--- config.mk ---
export PLATFORM = sky130hd
export DESIGN_NAME = att_xlate
export DESIGN_NICKNAME = d
export VERILOG_FILES = /design/src/rtl/att_pkg.sv /design/src/rtl/att_table.sv /design/src/rtl/att_match.sv /design/src/rtl/att_select.sv /design/src/rtl/att_xlate.sv
export SDC_FILE = /design/constraint.sdc
export NUM_CORES = 1
export LEC_CHECK = 0
export BUFFER_PORTS_ARGS = -buffer_cell sky130_fd_sc_hd__buf_2
export CAP_MARGIN = 20
export CORE_UTILIZATION = 50
export CTS_CLUSTER_DIAMETER = 40
export CTS_CLUSTER_SIZE = 24
export DETAILED_ROUTE_END_ITERATION = 16
export GPL_TIMING_DRIVEN = 0
export PLACE_DENSITY = 0.79
export RECOVER_POWER = 50
export SETUP_SLACK_MARGIN = 0.1
export SLEW_MARGIN = 20
export SYNTH_ARGS = -nofsm -noshare
export SYNTH_HDL_FRONTEND = slang
export SYNTH_SLANG_ARGS = --single-unit
--- constraint.sdc ---
create_clock -name clk -period 5.6 [get_ports clk]
set_input_delay 0 -clock clk [delete_from_list [all_inputs] [get_ports clk]]
set_output_delay 0 -clock clk [all_outputs]
set_load 0.02 [all_outputs]
--- src/rtl/att_pkg.sv ---
package att_pkg;
  localparam int MIN_OFF   = 12;
  localparam int LARGE_OFF = 19;
  localparam int OFF_W     = 5;

  typedef logic [OFF_W-1:0] off_t;

  // Offset width in bits for the global small-page size code.
  function automatic off_t small_off(input logic [2:0] code);
    off_t o;
    case (code)
      3'd1:    o = off_t'(13);
      3'd2:    o = off_t'(14);
      3'd3:    o = off_t'(15);
      3'd4:    o = off_t'(16);
      default: o = off_t'(MIN_OFF);
    endcase
    return o;
  endfunction
endpackage

--- src/rtl/att_table.sv ---
module att_table #(
  parameter int N    = 16,
  parameter int VA_W = 45,
  parameter int RA_W = 32,
  localparam int VPN_W = VA_W - att_pkg::MIN_OFF,
  localparam int FRM_W = RA_W - att_pkg::MIN_OFF
) (
  input  logic                        clk,
  input  logic                        rst_n,
  input  logic                        ld_en,
  input  logic [VPN_W-1:0]            ld_vpn,
  input  logic [FRM_W-1:0]            ld_frame,
  input  logic                        ld_large,
  input  logic                        ld_valid,
  input  logic                        inv_all,
  output logic [N-1:0]                tab_valid,
  output logic [N-1:0][VPN_W-1:0]     tab_vpn,
  output logic [N-1:0][FRM_W-1:0]     tab_frame,
  output logic [N-1:0]                tab_large
);
  localparam int PTR_W = (N > 1) ? $clog2(N) : 1;
  localparam logic [PTR_W-1:0] PTR_LAST = PTR_W'(N - 1);

  logic [N-1:0]            valid_q, valid_d;
  logic [PTR_W-1:0]        ptr_q, ptr_d;
  logic [N-1:0][VPN_W-1:0] vpn_q;
  logic [N-1:0][FRM_W-1:0] frame_q;
  logic [N-1:0]            large_q;
  logic                    wr_go;

  assign wr_go = ld_en && !inv_all;

  always_comb begin
    valid_d = valid_q;
    ptr_d   = ptr_q;
    if (inv_all) begin
      valid_d = '0;
    end else if (ld_en) begin
      valid_d[ptr_q] = ld_valid;
      ptr_d          = (ptr_q == PTR_LAST) ? '0 : ptr_q + 1'b1;
    end
  end

  always_ff @(posedge clk or negedge rst_n) begin
    if (!rst_n) begin
      valid_q <= '0;
      ptr_q   <= '0;
    end else begin
      valid_q <= valid_d;
      ptr_q   <= ptr_d;
    end
  end

  // Payload storage: no reset, written only under the load enable.
  generate
    for (genvar g = 0; g < N; g++) begin : g_slot
      logic slot_we;
      assign slot_we = wr_go && (ptr_q == PTR_W'(g));
      always_ff @(posedge clk) begin
        if (slot_we) begin
          vpn_q[g]   <= ld_vpn;
          frame_q[g] <= ld_frame;
          large_q[g] <= ld_large;
        end
      end
    end
  endgenerate

  assign tab_valid = valid_q;
  assign tab_vpn   = vpn_q;
  assign tab_frame = frame_q;
  assign tab_large = large_q;

  p_inv_clear_r7: assert property (@(posedge clk) disable iff (!rst_n)
    inv_all |=> (valid_q == '0));
  p_ptr_hold_r7: assert property (@(posedge clk) disable iff (!rst_n)
    inv_all |=> $stable(ptr_q));
  p_ptr_step_r5: assert property (@(posedge clk) disable iff (!rst_n)
    (ld_en && !inv_all) |=>
      (ptr_q == (($past(ptr_q) == PTR_LAST) ? '0 : $past(ptr_q) + 1'b1)));
  p_ptr_idle_r5: assert property (@(posedge clk) disable iff (!rst_n)
    (!ld_en && !inv_all) |=> $stable(ptr_q));
endmodule

--- src/rtl/att_match.sv ---
module att_match #(
  parameter int N    = 16,
  parameter int VA_W = 45,
  localparam int VPN_W = VA_W - att_pkg::MIN_OFF
) (
  input  logic [VPN_W-1:0]              lk_vpn,
  input  logic [2:0]                    cfg_small,
  input  logic [N-1:0]                  tab_valid,
  input  logic [N-1:0][VPN_W-1:0]       tab_vpn,
  input  logic [N-1:0]                  tab_large,
  output logic [N-1:0]                  match_vec,
  output logic [N-1:0][att_pkg::OFF_W-1:0] ent_off
);
  import att_pkg::*;

  off_t small_w;
  assign small_w = small_off(cfg_small);

  generate
    for (genvar g = 0; g < N; g++) begin : g_cmp
      off_t             off_g;
      off_t             drop_g;
      logic [VPN_W-1:0] care_g;
      assign off_g     = tab_large[g] ? off_t'(LARGE_OFF) : small_w;
      assign drop_g    = off_g - off_t'(MIN_OFF);
      assign care_g    = {VPN_W{1'b1}} << drop_g;
      assign match_vec[g] = tab_valid[g] && (((lk_vpn ^ tab_vpn[g]) & care_g) == '0);
      assign ent_off[g]   = off_g;

      always_comb begin
        a_valid_gate_r8: assert (tab_valid[g] || !match_vec[g]);
      end
    end
  endgenerate
endmodule

--- src/rtl/att_select.sv ---
module att_select #(
  parameter int N    = 16,
  parameter int RA_W = 32,
  localparam int FRM_W = RA_W - att_pkg::MIN_OFF
) (
  input  logic                             clk,
  input  logic                             rst_n,
  input  logic                             lk_valid,
  input  logic [RA_W-1:0]                  lk_va_low,
  input  logic [N-1:0]                     match_vec,
  input  logic [N-1:0][att_pkg::OFF_W-1:0] ent_off,
  input  logic [N-1:0][FRM_W-1:0]          tab_frame,
  input  logic                             inv_all,
  output logic                             lk_hit,
  output logic                             lk_miss,
  output logic [RA_W-1:0]                  lk_raddr,
  output logic                             multi_err
);
  import att_pkg::*;

  logic [FRM_W-1:0] win_frame;
  off_t             win_off;
  logic             any_match;
  logic             many_match;
  logic [RA_W-1:0]  low_mask;
  logic [RA_W-1:0]  full_frame;
  logic             err_q, err_d;

  // Descending scan so the lowest matching index is the last one written.
  always_comb begin
    win_frame = '0;
    win_off   = off_t'(MIN_OFF);
    for (int i = N - 1; i >= 0; i--) begin
      if (match_vec[i]) begin
        win_frame = tab_frame[i];
        win_off   = ent_off[i];
      end
    end
  end

  assign any_match  = |match_vec;
  assign many_match = ($countones(match_vec) > 1);
  assign low_mask   = (RA_W'(1) << win_off) - RA_W'(1);
  assign full_frame = {win_frame, {MIN_OFF{1'b0}}};

  always_comb begin
    lk_hit   = lk_valid && any_match;
    lk_miss  = lk_valid && !any_match;
    lk_raddr = '0;
    if (lk_hit) lk_raddr = (full_frame & ~low_mask) | (lk_va_low & low_mask);
  end

  always_comb begin
    err_d = err_q;
    if (inv_all)                      err_d = 1'b0;
    else if (lk_valid && many_match)  err_d = 1'b1;
  end

  always_ff @(posedge clk or negedge rst_n) begin
    if (!rst_n) err_q <= 1'b0;
    else        err_q <= err_d;
  end

  assign multi_err = err_q;

  p_miss_zero_r4: assert property (@(posedge clk) disable iff (!rst_n)
    lk_miss |-> (lk_raddr == '0));
  p_hit_excl_r4: assert property (@(posedge clk) disable iff (!rst_n)
    lk_valid |-> (lk_hit != lk_miss));
  p_idle_quiet_r4: assert property (@(posedge clk) disable iff (!rst_n)
    !lk_valid |-> (!lk_hit && !lk_miss));
  p_offset_pass_r2: assert property (@(posedge clk) disable iff (!rst_n)
    lk_hit |-> (lk_raddr[MIN_OFF-1:0] == lk_va_low[MIN_OFF-1:0]));
  p_multi_set_r6: assert property (@(posedge clk) disable iff (!rst_n)
    (lk_valid && many_match && !inv_all) |=> multi_err);
  p_multi_sticky_r6: assert property (@(posedge clk) disable iff (!rst_n)
    (multi_err && !inv_all) |=> multi_err);
  p_multi_clear_r7: assert property (@(posedge clk) disable iff (!rst_n)
    inv_all |=> !multi_err);
endmodule

--- src/rtl/att_xlate.sv ---
module att_xlate #(
  parameter int N    = 16,
  parameter int VA_W = 45,
  parameter int RA_W = 32
) (
  input  logic            clk,
  input  logic            rst_n,
  input  logic [2:0]      cfg_small,
  input  logic            lk_valid,
  input  logic [VA_W-1:0] lk_vaddr,
  output logic            lk_hit,
  output logic            lk_miss,
  output logic [RA_W-1:0] lk_raddr,
  input  logic            ld_en,
  input  logic [VA_W-1:0] ld_vaddr,
  input  logic [RA_W-1:0] ld_raddr,
  input  logic            ld_large,
  input  logic            ld_valid,
  input  logic            inv_all,
  output logic            multi_err
);
  import att_pkg::*;
  localparam int VPN_W = VA_W - MIN_OFF;
  localparam int FRM_W = RA_W - MIN_OFF;

  logic [N-1:0]               tab_valid;
  logic [N-1:0][VPN_W-1:0]    tab_vpn;
  logic [N-1:0][FRM_W-1:0]    tab_frame;
  logic [N-1:0]               tab_large;
  logic [N-1:0]               match_vec;
  logic [N-1:0][OFF_W-1:0]    ent_off;
  logic                       unused_ld_lsbs;

  assign unused_ld_lsbs = ^{ld_vaddr[MIN_OFF-1:0], ld_raddr[MIN_OFF-1:0]};

  att_table #(.N(N), .VA_W(VA_W), .RA_W(RA_W)) u_table (
    .clk       (clk),
    .rst_n     (rst_n),
    .ld_en     (ld_en),
    .ld_vpn    (ld_vaddr[VA_W-1:MIN_OFF]),
    .ld_frame  (ld_raddr[RA_W-1:MIN_OFF]),
    .ld_large  (ld_large),
    .ld_valid  (ld_valid),
    .inv_all   (inv_all),
    .tab_valid (tab_valid),
    .tab_vpn   (tab_vpn),
    .tab_frame (tab_frame),
    .tab_large (tab_large)
  );

  att_match #(.N(N), .VA_W(VA_W)) u_match (
    .lk_vpn    (lk_vaddr[VA_W-1:MIN_OFF]),
    .cfg_small (cfg_small),
    .tab_valid (tab_valid),
    .tab_vpn   (tab_vpn),
    .tab_large (tab_large),
    .match_vec (match_vec),
    .ent_off   (ent_off)
  );

  att_select #(.N(N), .RA_W(RA_W)) u_select (
    .clk       (clk),
    .rst_n     (rst_n),
    .lk_valid  (lk_valid),
    .lk_va_low (lk_vaddr[RA_W-1:0]),
    .match_vec (match_vec),
    .ent_off   (ent_off),
    .tab_frame (tab_frame),
    .inv_all   (inv_all),
    .lk_hit    (lk_hit),
    .lk_miss   (lk_miss),
    .lk_raddr  (lk_raddr),
    .multi_err (multi_err)
  );
endmodule

**Yosys cells after proc, flatten, opt, wreduce, memory -nomap -nowiden**

Index checks and enable logic that the tools add are counted.

- Register bits after elaboration: 885

- Magnitude comparators: 3
- Reductions and logical operators: 60
- Bitwise operators: 37
- $add $sub $neg: 33
- Shift-type cells: 17
- Equality and inequality tests: 19
- Muxes and demuxes: 58

Operator list:

| operator | count |
|---|---|
| AND 33 bit | 16 |
| zero test 33 bit | 16 |
| << shifter 33 x 5 -> 33 bit (first input constant) | 16 |
| bitwise XOR 33 bit | 16 |
| 2-to-1 mux 20 bit | 16 |
| adder 32 bit | 7 |
| 2-to-1 mux 5 bit | 32 |
| subtractor 5 x 4 -> 5 bit (second input constant) | 16 |
| AND 32 bit | 2 |
| logical AND 1 bit | 37 |
| == test 4 bit (second input constant) | 8 |
| > comparator 32 x 2 -> 1 bit (second input constant) | 1 |
| 2-to-1 mux 16 bit | 2 |
| 2-to-1 mux 32 bit | 1 |
| NOT 32 bit | 1 |
| bitwise OR 32 bit | 1 |
| << shifter 1 x 5 -> 32 bit (first input constant) | 1 |
| subtractor 32 x 2 -> 32 bit (second input constant) | 1 |
| case mux 5 bit (4 select lines) | 1 |
| adder 1 x 1 -> 2 bit | 8 |
| bitwise mux 16 bit | 1 |
| == test 4 x 3 -> 1 bit (second input constant) | 4 |
| OR reduction 16 bit | 1 |
| == test 4 x 2 -> 1 bit (second input constant) | 2 |
| 15 further kinds | 20 |

**Longest topological paths before layout**

- Depth in word-level cells: 30
- Mapped depth: 33
- Gate-level depth less buffers: 26

**By module**

Synthesis repeated with hierarchy kept, for this count alone.

- Cells, all modules: 2875
- Area total of the unflattened synthesis: 40372.5 um^2

By module, submodules not included:

| module | sequential area each (um^2) | times used | area each (um^2) | cells an instance |
|---|---|---|---|---|
| att_table | 26445.4 | 1 | 27084.7 | 993 |
| att_match | 0.0 | 1 | 8374.3 | 1101 |
| att_select | 25.0 | 1 | 4913.5 | 781 |

**Worst setup path after synthesis**

No wires, ideal clock.

- Kind: in2reg
- Start: input cfg_small[1]
- End: register u_select.err_q, in the netlist u_select.multi_err
- Stages: 30
- Setup time: 0.130 ns
- Buffers on the path: 8
- Data arrival time: 6.861 ns
- Slack: -1.391 ns
- Data required time: 5.470 ns
- Path through: buf_2 nor3b_2 buf_4 buf_2 buf_1 clkbuf_1 nor2_1 ha_1 nor2b_1 nor2_1 nor4_1 a31oi_1 nand4b_1 clkinv_1 clkbuf_1 buf_1 clkbuf_1 ha_1 inv_1 fa_1 inv_1 fa_1 fa_1 fa_1 ha_1 fa_1 nor3_1 nand2_1 a21oi_1 nor2_1

- Longest elaborated chain between the ends: 15
- Elaborated cells on any way between the ends: 119
- Classes of those cells: add/sub: 31; order compare: 1; eq/ne: 4; shift: 16; mux: 17; bitwise: 16; reduce/logical: 34

Ends and longest elaborated chain:

| element | line | source |
|---|---|---|
| start, declared | att_xlate.sv:8 | `input logic [2:0] cfg_small,` |
| == test 3 bit, or another cell as far along | att_pkg.sv:11 | `case (code)` |
| case mux 5 bit (4 select lines) * | att_pkg.sv:11 |  |
| 2-to-1 mux 5 bit | att_match.sv:24 | `assign off_g = tab_large[g] ? off_t'(LARGE_OFF) : small_w;` |
| subtractor 5 x 4 -> 5 bit | att_match.sv:25 | `assign drop_g = off_g - off_t'(MIN_OFF);` |
| << shifter 33 x 5 -> 33 bit | att_match.sv:26 | `assign care_g = {VPN_W{1'b1}} << drop_g;` |
| AND 33 bit | att_match.sv:27 | `assign match_vec[g] = tab_valid[g] && (((lk_vpn ^ tab_vpn[g]) & care_g) == '0);` |
| zero test 33 bit | att_match.sv:27 |  |
| logical AND 1 bit | att_match.sv:27 |  |
| adder 1 x 1 -> 2 bit (implied by the code) | att_select.sv:42 | `assign many_match = ($countones(match_vec) > 1);` |
| adder 32 bit (implied by the code) (2 in series) | att_select.sv:42 |  |
| adder 32 bit (implied by the code) * | att_select.sv:42 |  |
| > comparator 32 x 2 -> 1 bit * | att_select.sv:42 |  |
| logical AND 1 bit * | att_select.sv:56 | `else if (lk_valid && many_match) err_d = 1'b1;` |
| nonzero test 2 bit (no line) * | -- |  |
| end signal, assigned | att_select.sv:61 | `else err_q <= err_d;` |
| end, declared | att_select.sv:27 | `logic err_q, err_d;` |

Mark *: on every way between the ends. The rest lies on a longest branch, timed or not.
A chain may end at the register's enable or synchronous reset.

**Final worst setup path**

- Start: register u_table.large_q[13], in the netlist u_table.tab_large[13]
- End: register u_select.err_q, in the netlist u_select.multi_err

- Longest elaborated chain between the ends: 13

Ends and longest elaborated chain:

| element | line | source |
|---|---|---|
| start, declared | att_table.sv:28 | `logic [N-1:0] large_q;` |
| start signal, assigned by index | att_table.sv:63 | `large_q[g] <= ld_large;` |
| 2-to-1 mux 5 bit | att_match.sv:24 |  |
| subtractor 5 x 4 -> 5 bit | att_match.sv:25 |  |
| << shifter 33 x 5 -> 33 bit | att_match.sv:26 |  |
| AND 33 bit | att_match.sv:27 |  |
| zero test 33 bit | att_match.sv:27 |  |
| logical AND 1 bit | att_match.sv:27 |  |
| adder 1 x 1 -> 2 bit (implied by the code) | att_select.sv:42 |  |
| adder 32 bit (implied by the code) (3 in series) | att_select.sv:42 |  |
| > comparator 32 x 2 -> 1 bit | att_select.sv:42 |  |
| logical AND 1 bit | att_select.sv:56 |  |
| nonzero test 2 bit (no line) | -- |  |

Every way passes these cells.

==> load_flow_metrics.sql <==
INSERT INTO impl_metrics (metric_group, metric, value, unit) VALUES
('timing', 'setup_total_negative_slack', '-232', 'ps'),
('timing', 'finalSetupViolCount', '1', ''),
('place', 'dpl_cell_area', '0.0429', 'sq mm'),
('yosys', 'yosys_register_bits', '885', ''),
('timing', 'timing.final.crit_period', '5830', 'ps'),
('global_route', 'first_pass_grt_wire_length', '174000', 'microns'),
('place', 'dpl.cell_count', '4080', ''),
('clock_network', 'cts_htree_levels', '3', ''),
('die', 'placement_rows', '103', ''),
('run_status', 'outcome', 'finished with violations', ''),
('die', 'io_pins', '167', ''),
('clock_network', 'clock_buffer_count_from_cts', '106', ''),
('routing', 'drt_first_iter_violations', '3922', ''),
('yosys', 'area_share_of_the_largest_cell_type_after_synthesis', '65.2', '%'),
('global_route', 'grt_start_max_net_pins', '39', ''),
('yosys', 'synth.avg_cell_area', '13.9', 'sq um'),
('routing', 'mean_number_of_vias_per_cell', '6.12', ''),
('timing', 'final.hold.worst_slack', '212', 'ps'),
('timing', 'fmaxAchievable', '0.171', 'GHz'),
('worst_setup_path', 'critical_path.endpoint_type', 'flip-flop', ''),
('place', 'number_of_port_buffers', '106', ''),
('worst_setup_path', 'worst_ep_arrival_time', '6360', 'ps'),
('worst_setup_path', 'timing.critical_path.from_type', 'flip-flop', ''),
('hold_path', 'hold_path_class', 'primary input to async pin', ''),
('global_route', 'grt.overflow.total', '0', ''),
('clock_network', 'tritoncts_num_sinks', '885', ''),
('routing', 'antenna_violating_nets_post_route', '0', ''),
('layout', 'area_growth', '23.4', '%'),
('place', 'preCtsSetupSlack', '-1780', 'ps'),
('worst_setup_path', 'timing.critical_path.slowest_cell_delay', '570', 'ps'),
('clock_network', 'worst_skew_pair_latency', '700', 'ps'),
('run_status', 'failed_checks', 'negative setup slack', ''),
('worst_setup_path', 'critical_path.slowest_cell', 'or4_1', ''),
('timing', 'final.setup_skew', '48.1', 'ps'),
('global_route', 'grt_util_all_layers', '29.5', '%'),
('pwr', 'powerDensity', '328', 'mW/mm^2'),
('routing', 'drt_first_pass_iters', '6', ''),
('yosys', 'synth_top_area_cell', 'edfxtp_1', ''),
('worst_setup_path', 'critical_path.cell_chain', 'buf_4 > buf_4 > or4_1 > nand4_1 > o31a_1 > nor2_2 > buf_6 > inv_8 > buf_12 > ha_4 > fa_1 > inv_1 > fa_1 > inv_1 > fa_2 > fa_1 > ha_2 > fa_1 > nor3_2 > nand2_1 > a21oi_2 > nor2_1', ''),
('pwr', 'power.leakage', '17.0', 'nW'),
('layout', 'finalCoreUtilization', '62.2', '%'),
('clock_network', 'clock_tree_from_tritoncts', 'yes', ''),
('layout', 'design.final.nets', '3517', ''),
('routing', 'routed_wirelength', '122000', 'microns'),
('worst_setup_path', 'setup.reg_to_reg.worst_slack', '-230', 'ps'),
('routing', 'drt_drc_violations_left', '0', ''),
('place', 'gp_routability_congestion', '0.985', ''),
('die', 'dieHeight', '284', 'microns'),
('routing', 'wl_met3', '14500', 'microns'),
('job', 'number_of_max_capacitance_violations_reported', '0', ''),
('place', 'place_hpwl', '78200', 'microns'),
('timing', 'final_hold_viol_count', '0', ''),
('timing', 'rsz_0062_raised_after_global_routing', 'true', ''),
('layout', 'layout.cells.most_common_list', '864 x edfxtp_1, 342 x xnor2_1, 188 x xor2_1', ''),
('routing', 'wl_met2', '56000', 'microns'),
('worst_setup_path', 'beginning_of_the_worst_register_to_register_path', 'u_table.tab_large[13]', ''),
('timing', 'timing_max_transition_violations_final', '0', ''),
('timing', 'worst_slack', '-232', 'ps'),
('die', 'die_area', '0.0807', 'sq mm'),
('pwr', 'power.ir.vdd_worst', '0.000308', 'V'),
('global_route', 'grt_pass1_vias', '26131', ''),
('yosys', 'synthesized_netlist_cell_count', '2868', ''),
('routing', 'drt-met1-wl', '44300', 'microns'),
('worst_setup_path', 'number_of_cells_on_the_worst_reg_to_reg_path', '22', ''),
('yosys', 'ys_async_sr_fraction', '2.37', '%'),
('worst_setup_path', 'cpMostUsedCell', 'fa_1', ''),
('routing', 'num_vias', '27304', ''),
('layout', 'layout.filler_cells', '5520', ''),
('die', 'initial_core_utilization', '50.4', '%'),
('timing', 'slew_headroom', '18.8', '%'),
('worst_setup_path', 'worstPathRequired', '6130', 'ps');
[cells in the mapped netlist, types with 7 or more instances]
cell type	number
a2111oi_0	11
a211o_1	8
a211oi_1	35
a21o_1	7
a21oi_1	117
a221o_1	15
a22oi_1	15
a31oi_1	16
and2_1	12
and3_1	14
buf_1	11
buf_2	70
clkbuf_1	73
dfrtp_1	21
edfxtp_1	864
fa_1	11
ha_1	58
inv_1	95
mux2_2	13
mux2i_1	55
nand2_1	127
nand2b_1	13
nand3_1	76
nand4_1	59
nor2_1	172
nor2b_1	12
nor3_1	61
nor4_1	29
o2111ai_1	23
o211ai_1	14
o21a_1	7
o21ai_0	84
o22ai_1	29
o31ai_1	7
o41ai_1	7
xnor2_1	342
xor2_1	188
[layout make-up]
cell class                      count  area [sq um]  area share [%]
Tap cell                         1050          1310            2.68
Timing Repair Buffer              349          2950            6.01
Sequential cell                   885         26500            53.9
Inverter                          100           404           0.823
Clock inverter                     86          1010            2.07
Multi-Input combinational cell   1728         13200            26.8
Clock buffer                      113          2700            5.50
Antenna cell                        3          7.51          0.0153
Buffer                            146          1060            2.17
[where the power goes]
part / total (mW) / switching, mW / internal (mW)
Combinational: 1.36 / 0.903 / 0.459
Sequential: 7.64 / 0.0903 / 7.55
Clock: 7.10 / 3.04 / 4.06
[worst max-delay path, delay by kind of cell, from the launching register on]
family / cells / cell delay (ps)
compound gates: 2 / 430
fa+ha+maj: 7 / 2840
buf+inv: 7 / 910
flops: 1 / 390
simple gates: 6 / 1120
[registers in the layout (all words and copies together), names as in the netlist]
name and cells:
u_table.tab_vpn 528, u_table.tab_frame 320, u_table.ptr_q 4, u_table.tab_large 16, u_table.tab_valid 16, u_select.multi_err 1
[timing repair]
action / in CTS / in global routing
hold endpoints to repair: 903 / 0
pin swaps: 34 / 64
resized for setup: 140 / 117
hold buffers: 63 / 0
setup endpoints to repair: 33 / 14
setup buffers: 62 / 63
[cell families (layout without fill, tap and decap cells)]
logic type               Yosys count  after routing  share of synthesized area [%]
AO/OA/AOI/OAI                    447            447                           7.48
XOR/XNOR                         530            530                           11.7
adder cells (fa/ha/maj)           69             69                           2.38
buffers and inverters            256            794                           2.66
flip-flops                       885            885                           66.6
multiplexers                      69             69                           1.78
other                              1              5                        0.00943
AND/OR/NAND/NOR                  611            611                           7.46
[per-layer routing]
metal  global-route usage, %  vias up
met5                  0.0595        -
met4                    15.9        2
met3                    5.31      409
met2                    46.0     2033
met1                    39.5    13333
li1                        -    11527
[worst max path at each step]
stage	startpoint	slack (ps)	endpoint	cells after the start
floorplan	cfg_small[0]	-70	u_select.multi_err	30
global placement	u_table.ptr_q[0]	-3470	u_table.tab_vpn[108]	4
detailed placement	cfg_small[1]	-1780	u_select.multi_err	31
CTS	u_table.tab_large[11]	-300	u_select.multi_err	25
global route	u_table.tab_vpn[119]	-440	u_select.multi_err	22
finish	u_table.tab_large[13]	-230	u_select.multi_err	22
(Power assumes the default switching activity.)
